==> config.mk <==
export PLATFORM = sky130hd
export DESIGN_NAME = tdr_engine
export DESIGN_NICKNAME = d
export VERILOG_FILES = /design/src/rtl/tdr_pkg.sv /design/src/rtl/tdr_ring_ptr.sv /design/src/rtl/tdr_seq.sv /design/src/rtl/tdr_events.sv /design/src/rtl/tdr_engine.sv
export SDC_FILE = /design/constraint.sdc
export NUM_CORES = 1
export LEC_CHECK = 0
export BUFFER_PORTS_ARGS = -buffer_cell sky130_fd_sc_hd__buf_2
export CAP_MARGIN = 20
export CORE_UTILIZATION = 40
export DETAILED_ROUTE_END_ITERATION = 10
export GPL_ROUTABILITY_DRIVEN = 0
export GPL_TIMING_DRIVEN = 1
export HOLD_SLACK_MARGIN = 0.06
export PLACE_DENSITY = 0.7
export SLEW_MARGIN = 20
export SYNTH_ARGS = -nofsm -noshare
export SYNTH_HDL_FRONTEND = slang
export SYNTH_SLANG_ARGS = --single-unit
==> constraint.sdc <==
create_clock -name clk -period 2.35 [get_ports clk]
set_input_delay 0 -clock clk [delete_from_list [all_inputs] [get_ports clk]]
set_output_delay 0 -clock clk [all_outputs]
set_load 0.005 [all_outputs]
==> src/rtl/tdr_pkg.sv <==
package tdr_pkg;

    localparam int WORD_W = 32;
    localparam int LEN_W  = 16;
    localparam int STAT_W = 9;

    // Control/status word layout: bit positions are decoded by host software.
    typedef struct packed {
        logic [LEN_W-1:0]  len;     // 31:16
        logic              ready;   // 15
        logic              irq;     // 14
        logic              wrap;    // 13
        logic              pad;     // 12
        logic              crc;     // 11
        logic [1:0]        spare;   // 10:9, preserved
        logic [STAT_W-1:0] stat;    // 8:0
    } ctl_word_t;

    typedef enum logic [2:0] {
        ST_IDLE,
        ST_POLL_RD,
        ST_POLL_CHK,
        ST_PTR_RD,
        ST_PTR_CAP,
        ST_XMIT,
        ST_WBACK
    } tdr_state_e;

    // Hand a descriptor back to the host: drop ownership, insert status.
    function automatic ctl_word_t close_desc(ctl_word_t w, logic [STAT_W-1:0] st);
        ctl_word_t r;
        r       = w;
        r.ready = 1'b0;
        r.stat  = st;
        return r;
    endfunction

endpackage

==> src/rtl/tdr_ring_ptr.sv <==
module tdr_ring_ptr #(
    parameter int RING_SLOTS = 8,
    localparam int IDX_W = (RING_SLOTS > 1) ? $clog2(RING_SLOTS) : 1
) (
    input  logic             clk,
    input  logic             rst,
    input  logic             advance,
    input  logic             wrap_flag,
    input  logic             restart,
    output logic [IDX_W-1:0] idx
);
    localparam logic [IDX_W-1:0] LAST = IDX_W'(RING_SLOTS - 1);

    always_ff @(posedge clk) begin
        if (rst || restart) begin
            idx <= '0;
        end else if (advance) begin
            if (wrap_flag || idx == LAST) idx <= '0;
            else                          idx <= idx + 1'b1;
        end
    end
endmodule

==> src/rtl/tdr_seq.sv <==
module tdr_seq
    import tdr_pkg::*;
(
    input  logic              clk,
    input  logic              rst,
    input  logic              en,
    input  logic [WORD_W-1:0] rdata,
    input  logic              mac_done,
    input  logic [STAT_W-1:0] mac_stat,
    output logic              ram_req,
    output logic              ram_we,
    output logic              word_sel,
    output logic [WORD_W-1:0] wdata,
    output logic              mac_req,
    output logic [WORD_W-1:0] mac_ptr,
    output logic [LEN_W-1:0]  mac_len,
    output logic              mac_pad,
    output logic              mac_crc,
    output logic              advance,
    output logic              wrap_flag,
    output logic              restart,
    output logic              fire,
    output logic              fire_irq,
    output logic              fire_err
);
    tdr_state_e        state;
    ctl_word_t         ctl_q;
    ctl_word_t         rd_ctl;
    logic [WORD_W-1:0] ptr_q;
    logic [STAT_W-1:0] stat_q;

    assign rd_ctl = ctl_word_t'(rdata);

    always_ff @(posedge clk) begin
        if (rst) begin
            state  <= ST_IDLE;
            ctl_q  <= '0;
            ptr_q  <= '0;
            stat_q <= '0;
        end else begin
            case (state)
                ST_IDLE:     if (en) state <= ST_POLL_RD;
                ST_POLL_RD:  state <= ST_POLL_CHK;
                ST_POLL_CHK: begin
                    if (!en) begin
                        state <= ST_IDLE;
                    end else if (rd_ctl.ready) begin
                        ctl_q <= rd_ctl;
                        state <= ST_PTR_RD;
                    end else begin
                        state <= ST_POLL_RD;
                    end
                end
                ST_PTR_RD:   state <= ST_PTR_CAP;
                ST_PTR_CAP: begin
                    ptr_q <= rdata;
                    state <= ST_XMIT;
                end
                ST_XMIT: begin
                    if (mac_done) begin
                        stat_q <= mac_stat;
                        state  <= ST_WBACK;
                    end
                end
                ST_WBACK:    state <= en ? ST_POLL_RD : ST_IDLE;
                default:     state <= ST_IDLE;
            endcase
        end
    end

    always_comb begin
        ram_req   = (state == ST_POLL_RD) || (state == ST_PTR_RD) || (state == ST_WBACK);
        ram_we    = (state == ST_WBACK);
        word_sel  = (state == ST_PTR_RD);
        wdata     = WORD_W'(close_desc(ctl_q, stat_q));
        mac_req   = (state == ST_XMIT);
        mac_ptr   = ptr_q;
        mac_len   = ctl_q.len;
        mac_pad   = ctl_q.pad;
        mac_crc   = ctl_q.crc;
        advance   = (state == ST_WBACK);
        wrap_flag = ctl_q.wrap;
        restart   = !en && ((state == ST_WBACK) || (state == ST_POLL_CHK));
        fire      = (state == ST_WBACK);
        fire_irq  = ctl_q.irq;
        fire_err  = |stat_q;
    end
endmodule

==> src/rtl/tdr_events.sv <==
module tdr_events (
    input  logic clk,
    input  logic rst,
    input  logic fire,
    input  logic fire_irq,
    input  logic fire_err,
    output logic ev_done,
    output logic ev_err
);
    always_ff @(posedge clk) begin
        if (rst) begin
            ev_done <= 1'b0;
            ev_err  <= 1'b0;
        end else begin
            ev_done <= fire && fire_irq && !fire_err;
            ev_err  <= fire && fire_irq && fire_err;
        end
    end
endmodule

==> src/rtl/tdr_engine.sv <==
module tdr_engine
    import tdr_pkg::*;
#(
    parameter int RING_SLOTS = 8,
    localparam int IDX_W = (RING_SLOTS > 1) ? $clog2(RING_SLOTS) : 1,
    localparam int AW    = IDX_W + 1
) (
    input  logic              clk,
    input  logic              rst,
    input  logic              en,
    output logic              dr_req,
    output logic              dr_we,
    output logic [AW-1:0]     dr_addr,
    output logic [WORD_W-1:0] dr_wdata,
    input  logic [WORD_W-1:0] dr_rdata,
    output logic              mac_req,
    output logic [WORD_W-1:0] mac_ptr,
    output logic [LEN_W-1:0]  mac_len,
    output logic              mac_pad,
    output logic              mac_crc,
    input  logic              mac_done,
    input  logic [STAT_W-1:0] mac_stat,
    output logic              ev_done,
    output logic              ev_err
);
    logic             word_sel, advance, wrap_flag, restart;
    logic             fire, fire_irq, fire_err;
    logic [IDX_W-1:0] idx;

    tdr_ring_ptr #(.RING_SLOTS(RING_SLOTS)) u_ptr (
        .clk(clk), .rst(rst), .advance(advance), .wrap_flag(wrap_flag),
        .restart(restart), .idx(idx)
    );

    tdr_seq u_seq (
        .clk(clk), .rst(rst), .en(en), .rdata(dr_rdata),
        .mac_done(mac_done), .mac_stat(mac_stat),
        .ram_req(dr_req), .ram_we(dr_we), .word_sel(word_sel), .wdata(dr_wdata),
        .mac_req(mac_req), .mac_ptr(mac_ptr), .mac_len(mac_len),
        .mac_pad(mac_pad), .mac_crc(mac_crc),
        .advance(advance), .wrap_flag(wrap_flag), .restart(restart),
        .fire(fire), .fire_irq(fire_irq), .fire_err(fire_err)
    );

    tdr_events u_ev (
        .clk(clk), .rst(rst), .fire(fire), .fire_irq(fire_irq),
        .fire_err(fire_err), .ev_done(ev_done), .ev_err(ev_err)
    );

    assign dr_addr = {idx, word_sel};
endmodule

==> results.sh, run 1 <==
export IMPL_cts_buffers=9
export IMPL_grt_pass1_wl_um=11400
export IMPL_synth_edf_count=0
export IMPL_crit_path_max_fanout=22
export IMPL_synth_cells=349
export IMPL_synth_top_family_by_area="simple AND/OR/NAND/NOR gates"
export IMPL_grt_max_degree=90
export IMPL_ys_ff_latch=71
export IMPL_synth_net_count=396
export IMPL_cp_start_kind="register"
export IMPL_clk_latency_ns=0.33
export IMPL_ir_drop_v=0.000299
export IMPL_ys_flop_type="dfxtp_1"
export IMPL_ant_nets=0
export IMPL_worstHoldEndpoint="u_seq.state[1]"
export IMPL_hold_depth=4
export IMPL_syn_area_per_cell_um2=8.54
export IMPL_grt_pass1_vias=2507
export IMPL_dieHeight_um=88.3
export IMPL_cpPeakStageDelay_ns=0.54
export IMPL_grt_ovfl_total=0
export IMPL_crit_type="register to register"
export IMPL_layout_nets=544
export IMPL_postPlaceCellArea_mm2=0.00355
export IMPL_vias=2786
export IMPL_layout_drive_gt1_share_pct=31.1
export IMPL_critPathSlowestCell="dfxtp_1"
export IMPL_synthXorXnorAreaFrac_pct=0
export IMPL_design_area_mm2=0.00418
export IMPL_fin_crit_sh_pct=69.8
export IMPL_muxShareOfSynthArea_pct=7.39
export IMPL_io_pins=136
export IMPL_async_flop_share_pct=0
export IMPL_cp_arrival_ns=1.90
export IMPL_drv_slew=0
export IMPL_cp_buffers_inverters=1
export IMPL_cts_htree_levels=3
export IMPL_clockRootBuffer="clkbuf_8"
export IMPL_hp_start="mac_done"
export IMPL_min_path_type="primary input to register"
export IMPL_core_area_mm2=0.00721
export IMPL_outcome="finished clean"
export IMPL_power_density_mw_per_mm2=566
export IMPL_die_w_um=88.3
export IMPL_cpLargestDelayFamily="flip-flops"
export IMPL_fillers=695
export IMPL_start_util_pct=41.3
export IMPL_area_growth_syn_to_layout_pct=40.3
export IMPL_fmax_mhz=609
export IMPL_synth_top_cell_area_share_pct=47.7
export IMPL_synth_warnings=0
export IMPL_cts_resized=0
export IMPL_worstPathRequired_ns=2.61
export IMPL_dr_pass1_iters=6
export IMPL_synth_compound_area_share_pct=8.82
export IMPL_yosysTopAreaCell="dfxtp_1"
export IMPL_r2r_start="u_seq.state[1]"
export IMPL_hpwl_um=4780
export IMPL_clockBufferDepth=2
export IMPL_routedWlPerCell_um=12.1
export IMPL_worstPathCellList="nand2b_1, nor3_4, buf_4, mux2i_1"
export IMPL_placed_cells=542
export IMPL_rr_worst_depth=4
export IMPL_io_buffers=134
export IMPL_syn_cell_area_mm2=0.00298
export IMPL_critPathCaptureType="register"
export IMPL_rrSetupSlack_ns=0.71
export IMPL_drt_total_wl_um=7250
export IMPL_r2r_end="u_seq.fire_irq"
export IMPL_synthAdderAreaFrac_pct=0.840
export IMPL_yosysMostFrequentCell="nand2_1"
export IMPL_clkSinkCount=71
export IMPL_via_per_inst=4.64
export IMPL_drt_initial_drc_count=100
export IMPL_ys_top_cells_by_area="dfxtp_1 (48%), nand2_1 (11%), nand2b_1 (9.4%)"
export IMPL_finalSetupViolCount=0
export IMPL_rsz0062_at_grt="false"
export IMPL_synth_common_cells="nand2_1 (87), dfxtp_1 (71), a21oi_1 (45), nand2b_1 (45), buf_4 (25)"
export IMPL_antenna_found_initial=0
export IMPL_hold_viol_final=0
export IMPL_stdcell_count=601
export IMPL_min_period_ns=1.64
export IMPL_row_count=31
export IMPL_fin_skew_ns=0.00739
export IMPL_insertedDiodeCount=0
export IMPL_yosys_area_share_simple_pct=25.7
export IMPL_die_area_mm2=0.00780
export IMPL_cap_violations=0
export IMPL_grt_util_all_layers_pct=18.8
export IMPL_drc_errors=0
export IMPL_cts_tree="yes"
export IMPL_clkTransAtPathRegs_ns=0.07
export IMPL_finalSetupTns_ns=0
export IMPL_synth_seq_area_share_pct=47.7
export IMPL_cp_depth=4
export IMPL_leakage_nw=1.87
export IMPL_synth_distinct_cells=30
[cell type report]
type	count	area [µm²]	share of cell area (%)
sequential	71	1420	34.0
multi-input combinational	231	1280	30.7
timing repair buffer	181	1140	27.3
clock buffer	11	141	3.38
tap	99	124	2.96
clock inverter	5	57.6	1.38
inverter	3	11.3	0.269
[stage by stage]
step / setup slack [ns] / utilization (%) / hold WS (ns) / total power [mW]
global route: 0.570 / 58.0 / 0.115 / 2.46
floorplan: 1.04 / - / 0.133 / 1.32
global placement: 0.762 / 49.3 / 0.243 / 1.38
finish: 0.709 / 58.0 / 0.130 / 2.37
CTS: 0.672 / 58.0 / 0.0944 / 2.40
detailed placement: 0.718 / 49.3 / 0.246 / 1.38
[how the worst max path moves through the flow]
stage	from	slack [ns]	to
floorplan	u_seq.state[1]	1.04	u_seq.mac_ptr[10]
global placement	u_seq.state[2]	0.76	u_seq.mac_ptr[13]
detailed placement	u_seq.state[2]	0.72	u_seq.mac_ptr[21]
CTS	u_seq.state[1]	0.67	u_seq.mac_len[8]
global route	u_seq.state[1]	0.57	u_seq.mac_pad
finish	u_seq.state[1]	0.71	u_seq.fire_irq
[worst min-delay path, cell delays in order]
cell	delay, ns
buf_2	0.12
nor2_1	0.09
a311oi_1	0.10
o21a_1	0.11
[metal layers]
metal  up-vias  GRT usage (%)  share of wire (%)
met5         -              0                  0
li1       1412              -                  -
met1      1287           22.3                 44
met4         0           8.94                1.7
met2        78           32.8                 50
met3         9           3.64                4.2
[registers in the layout, indices dropped and copies added (netlist names)]
register and count:
u_seq.fire_irq 1, u_ptr.idx 3, u_seq.stat_q 9, u_ev.ev_done 1, u_seq.mac_len 16, u_seq.wdata 2, u_ev.ev_err 1, u_seq.mac_pad 1
u_seq.mac_crc 1, u_seq.state 3, u_seq.mac_ptr 32, u_seq.wrap_flag 1
[logic make-up (layout without fill, tap and decap cells)]
family                     Yosys count  count (layout)
muxes                               22              22
other                                1               1
DFF                                 71              71
and+or+nand+nor                    156             156
adders and majority gates            2               2
buffers and inverters               47             200
AOI/OAI and AO/OA                   50              50
[placed cells by master, fill, tap and decap left out, drive strengths merged, types with 2 or more instances in the layout]
cell / n
dlygate4sd3: 43
dfxtp: 71
ha: 2
inv: 3
nor3: 2
nand2: 87
mux2i: 22
nand3b: 2
clkinv: 4
buf: 138
nand2b: 45
a21oi: 45
nor4: 2
nand3: 3
clkbuf: 11
nor2: 7
[report_power, final]
part / internal [mW] / switching [mW] / total, mW
registers: 1.21 / 0.0103 / 1.22
clock network: 0.520 / 0.440 / 0.960
logic: 0.112 / 0.0730 / 0.185
[repair_timing]
item                                   CTS  global route
endpoints found under the hold margin   66             0
setup endpoints to repair                0             0
buffers inserted                         0             0
hold buffers                            43             0
Note: power is estimated with default switching activity, not from simulation.
==> inputs of run 2 (changes only) <==
==> constraint.sdc (replaced) <==
create_clock -name clk -period 1.63 [get_ports clk]
set_input_delay 0 -clock clk [delete_from_list [all_inputs] [get_ports clk]]
set_output_delay 0 -clock clk [all_outputs]
set_load 0.005 [all_outputs]
==> run 2 against run 1 <==
  * Global-route usage is essentially flat
  * Via count shrank 0.36%
  * Largest cell class unchanged
  * Count of clock-buffer cells in the layout is the same
  * Critical path type is now register to output pin
  * Die area is the same
==> results.sh, run 2 (same netlist as run 1, synthesis figures left out) <==
export IMPL_hold_viol_final=0
export IMPL_cts_resized=0
export IMPL_power_switching_mw=0.758
export IMPL_placed_cells=548
export IMPL_largest_reg_flops=32
export IMPL_critPathCaptureType="output pin"
export IMPL_grt_max_degree=35
export IMPL_drt_initial_drc_count=106
export IMPL_outcome="finished clean"
export IMPL_die_area_mm2=0.00780
export IMPL_die_w_um=88.3
export IMPL_internal_power_mw=2.54
export IMPL_drv_slew=0
export IMPL_cts_tree="yes"
export IMPL_leakage_nw=1.89
export IMPL_clockBufferDepth=2
export IMPL_r2r_start="u_seq.state[2]"
export IMPL_crit_type="register to output pin"
export IMPL_finalSetupViolCount=0
export IMPL_row_count=31
export IMPL_io_pins=136
export IMPL_final_common_cell="buf_2"
export IMPL_routedWlPerCell_um=12.0
export IMPL_total_power_mw=3.30
export IMPL_min_period_ns=1.47
export IMPL_ir_drop_v=0.000361
export IMPL_fin_skew_ns=0.00485
export IMPL_grt_ovfl_total=0
export IMPL_grt_util_all_layers_pct=18.9
export IMPL_clk_latency_ns=0.33
export IMPL_worstPathRequired_ns=1.63
export IMPL_cpPeakStageDelay_ns=0.43
export IMPL_layout_drive_gt1_share_pct=32.1
export IMPL_fmax_mhz=678
export IMPL_hold_slack_ns=0.108
export IMPL_grt_pass1_vias=2544
export IMPL_hpwl_um=4990
export IMPL_antenna_found_initial=0
export IMPL_via_per_inst=4.57
export IMPL_dieHeight_um=88.3
export IMPL_cap_violations=0
export IMPL_fin_crit_sh_pct=90.5
export IMPL_clockRootBuffer="clkbuf_8"
export IMPL_vias=2776
export IMPL_dr_pass1_iters=4
export IMPL_rr_worst_depth=4
export IMPL_post_cts_buffers=0
export IMPL_hp_start="rst"
export IMPL_drc_errors=0
export IMPL_power_density_mw_per_mm2=781
export IMPL_swShare_pct=23.0
export IMPL_startpoint="u_seq.state[1]"
export IMPL_critPathSlowestCell="dfxtp_1"
export IMPL_grt_pass1_wl_um=11400
export IMPL_rsz0062_at_grt="false"
export IMPL_start_util_pct=41.3
export IMPL_core_area_mm2=0.00721
export IMPL_seq_power_share_pct=53.3
export IMPL_clkSinkCount=71
export IMPL_area_growth_syn_to_layout_pct=41.8
export IMPL_insertedDiodeCount=0
export IMPL_min_path_type="primary input to register"
export IMPL_layout_nets=550
export IMPL_io_buffers=134
export IMPL_final_cell_mix="buf_2 (134), nand2_1 (87), dfxtp_1 (71)"
export IMPL_cts_htree_levels=3
export IMPL_cp_start_kind="register"
export IMPL_ant_nets=0
export IMPL_crit_path_max_fanout=8
export IMPL_drt_total_wl_um=7290
export IMPL_clkTransAtPathRegs_ns=0.07
export IMPL_cts_buffers=9
export IMPL_pwr_share_comb_pct=8.4
export IMPL_cp_arrival_ns=1.47
export IMPL_stdcell_count=607
export IMPL_hold_depth=2
export IMPL_p_clk_share_pct=38.4
export IMPL_worstPathCellList="buf_4, nand3b_1, inv_1, buf_2"
export IMPL_finalSetupTns_ns=0
-- run 2: cell count changes in the layout (fill, tap and decap cells not counted), sizes merged --
| cell | change |
|---|---|
| clkinvlp | +3 |
| buf | +6 |
| clkinv | -2 |
| bufinv | -1 |
-- run 2: final timing paths --
| check | to | slack (ns) |
|---|---|---|
| min reg2reg | u_seq.mac_ptr[30] | 0.45 |
| max reg2reg | u_seq.stat_q[5] | 0.23 |
| max | dr_we | 0.16 |
| min | u_seq.state[0] | 0.11 |
-- run 2: area by class of cell --
| class | count | area, µm² |
|---|---|---|
| sequential | 71 | 1420 |
| tap | 99 | 124 |
| clock inverter | 5 | 32.5 |
| inverter | 3 | 11.3 |
| timing repair buffer | 187 | 1200 |
| clock buffer | 11 | 151 |
| fill | 690 | 2990 |
| multi-input combinational | 231 | 1280 |
-- run 2: power by group through the flow --
stage,clock network [mW],logic [mW],registers [mW]
3_3_place_gp,0,0.196,1.80
5_1_grt,1.39,0.305,1.76
2_1_floorplan,0,0.103,1.79
4_1_cts,1.32,0.277,1.76
3_5_place_dp,0,0.197,1.80
6_report,1.27,0.277,1.76
-- run 2: metrics by stage --
step | util [%] | cell area, µm² | setup WS (ns)
after global routing | 58.6 | 4230 | 0.0209
after CTS | 58.6 | 4230 | 0.126
after global placement | 50.1 | 3610 | 0.287
after detailed placement | 50.1 | 3610 | 0.226
final | 58.6 | 4230 | 0.155
after floorplan | - | 2980 | 0.319
-- run 2: what timing repair did --
action | 4_1_cts | 5_1_grt
setup endpoints to repair | 0 | 0
hold buffers | 43 | 0
hold endpoints to repair | 67 | 0
-- run 2: routing by layer --
metal	part of all wire (%)	track usage (%)
met1	46	24.0
met5	0	0
met3	3.7	2.89
met2	49	31.3
met4	1.6	9.24
-- run 2: critical path, delay by kind of cell (launching register included) --
family                 cells  cell delay (ns)
buffers and inverters      3             0.50
DFF                        1             0.43
and+or+nand+nor            1             0.21
==> inputs of run 3 (changes only) <==
--- a/config.mk
+++ b/config.mk
@@ -13,6 +13,7 @@
 export GPL_TIMING_DRIVEN = 1
 export HOLD_SLACK_MARGIN = 0.06
 export PLACE_DENSITY = 0.7
+export RECOVER_POWER = 50
 export SLEW_MARGIN = 20
 export SYNTH_ARGS = -nofsm -noshare
 export SYNTH_HDL_FRONTEND = slang
==> run 3 against run 2 <==
  * Sequential share of layout area is 0.46 points higher
  * Total power hardly changed
  * Maximum frequency is 0.54% lower
  * Die area stayed put
  * Critical path type unchanged
  * Core utilization is 0.80 points lower
  * Global-route usage stayed put
  * Count of clock-buffer cells in the layout stayed put
  * Critical path depth stayed put
  * Highest routed layer unchanged
==> results.sh, run 3 (same netlist as run 1, synthesis figures left out) <==
export IMPL_dpl_worst_slack_ns=0.226
export IMPL_final_common_cell="buf_2"
export IMPL_hpwl_um=4990
export IMPL_cp_arrival_ns=1.48
export IMPL_via_per_inst=4.60
export IMPL_area_growth_syn_to_layout_pct=39.8
export IMPL_die_w_um=88.3
export IMPL_crit_type="register to output pin"
export IMPL_cap_violations=0
export IMPL_fin_ws_ns=0.147
export IMPL_start_util_pct=41.3
export IMPL_r2r_start="u_seq.state[2]"
export IMPL_drt_initial_drc_count=116
export IMPL_cts_htree_levels=3
export IMPL_routedWlPerCell_um=12.1
export IMPL_vias=2792
export IMPL_clockRootBuffer="clkbuf_8"
export IMPL_io_buffers=134
export IMPL_clkSinkCount=71
export IMPL_fillers=716
export IMPL_grt_pass1_vias=2544
export IMPL_cp_buffers_inverters=3
export IMPL_worstPathRequired_ns=1.63
export IMPL_finalSetupTns_ns=0
export IMPL_grt_util_all_layers_pct=18.9
export IMPL_cts_buffers=9
export IMPL_crit_path_max_fanout=8
export IMPL_hp_start="rst"
export IMPL_critPathCaptureType="output pin"
export IMPL_drt_total_wl_um=7370
export IMPL_min_path_type="primary input to register"
export IMPL_row_count=31
export IMPL_power_density_mw_per_mm2=792
export IMPL_clk_latency_ns=0.33
export IMPL_largest_reg_flops=32
export IMPL_core_area_mm2=0.00721
export IMPL_finalSetupViolCount=0
export IMPL_outcome="finished clean"
export IMPL_grt_ovfl_total=0
export IMPL_leakage_nw=1.68
export IMPL_antenna_found_initial=0
export IMPL_min_period_ns=1.48
export IMPL_final_cell_mix="buf_2 (88), nand2_1 (87), dfxtp_1 (71)"
export IMPL_grt_pass1_wl_um=11400
export IMPL_ant_nets=0
export IMPL_drv_slew=0
export IMPL_fin_crit_sh_pct=91.0
export IMPL_die_area_mm2=0.00780
export IMPL_cts_resized=0
export IMPL_insertedDiodeCount=0
export IMPL_cpLargestDelayFamily="buffers and inverters"
export IMPL_ir_drop_v=0.000361
export IMPL_drc_errors=0
export IMPL_worstPathCellList="buf_4, nand3b_1, inv_1, buf_2"
export IMPL_hold_viol_final=0
export IMPL_layout_nets=550
export IMPL_cpPeakStageDelay_ns=0.43
export IMPL_clockBufferDepth=2
export IMPL_cp_start_kind="register"
export IMPL_startpoint="u_seq.state[1]"
export IMPL_fin_skew_ns=0.00515
export IMPL_fmax_mhz=674
export IMPL_cts_tree="yes"
export IMPL_rsz0062_at_grt="false"
export IMPL_io_pins=136
export IMPL_critPathSlowestCell="dfxtp_1"
export IMPL_clkTransAtPathRegs_ns=0.07
export IMPL_dr_pass1_iters=4
export IMPL_layout_drive_gt1_share_pct=23.0
export IMPL_grt_max_degree=35
export IMPL_dieHeight_um=88.3
-- run 3: cell types whose count changed in the layout (fill, tap and decap cells not counted), sizes merged --
cell / before / now
clkbuf: 11 / 55
buf: 144 / 100
-- run 3: final timing paths --
path / slack [ns] / depth (start not counted) / to
worst max-delay path: 0.15 / 4 / dr_we
worst min-delay path: 0.11 / 2 / u_seq.state[0]
worst max register to register: 0.22 / 4 / u_seq.mac_ptr[7]
worst min register to register: 0.46 / 2 / u_seq.mac_ptr[19]
-- run 3: power by group --
part | total, mW | switching [mW] | internal [mW]
logic | 0.276 | 0.112 | 0.163
registers | 1.76 | 0.0108 | 1.75
clock network | 1.27 | 0.637 | 0.630
total | 3.30 | 0.759 | 2.54
-- run 3: cell type report --
type,instances,area (µm²),share of cell area [%]
Sequential cell,71,1420,34.1
Timing Repair Buffer,187,1140,27.4
Multi-Input combinational cell,231,1280,30.8
Inverter,3,11.3,0.270
Clock inverter,5,32.5,0.781
Clock buffer,11,151,3.63
Tap cell,99,124,2.97
-- run 3: timing repair --
action / CTS / global route
setup buffers: 0 / 0
hold buffers: 43 / 0
endpoints found under the setup margin: 0 / 0
hold endpoints to repair: 67 / 0
-- run 3: metal layers --
layer  vias up  global-route usage (%)  part of all wire (%)
li1       1421                       -                     -
met4         0                    9.24                   1.6
met1      1280                    24.0                    46
met5         -                       0                     0
met3         8                    2.89                   4.1
met2        83                    31.3                    48
-- run 3: per-stage QoR --
stage	instances	hold WS [ns]	power, mW	area [µm²]	utilization (%)
after floorplan	349	0.133	1.90	2980	-
after global placement	548	0.243	1.99	3610	50.1
after detailed placement	548	0.248	1.99	3610	50.1
after CTS	607	0.0868	3.36	4230	58.6
after global routing	607	0.116	3.45	4170	57.8
final	607	0.106	3.30	4170	57.8
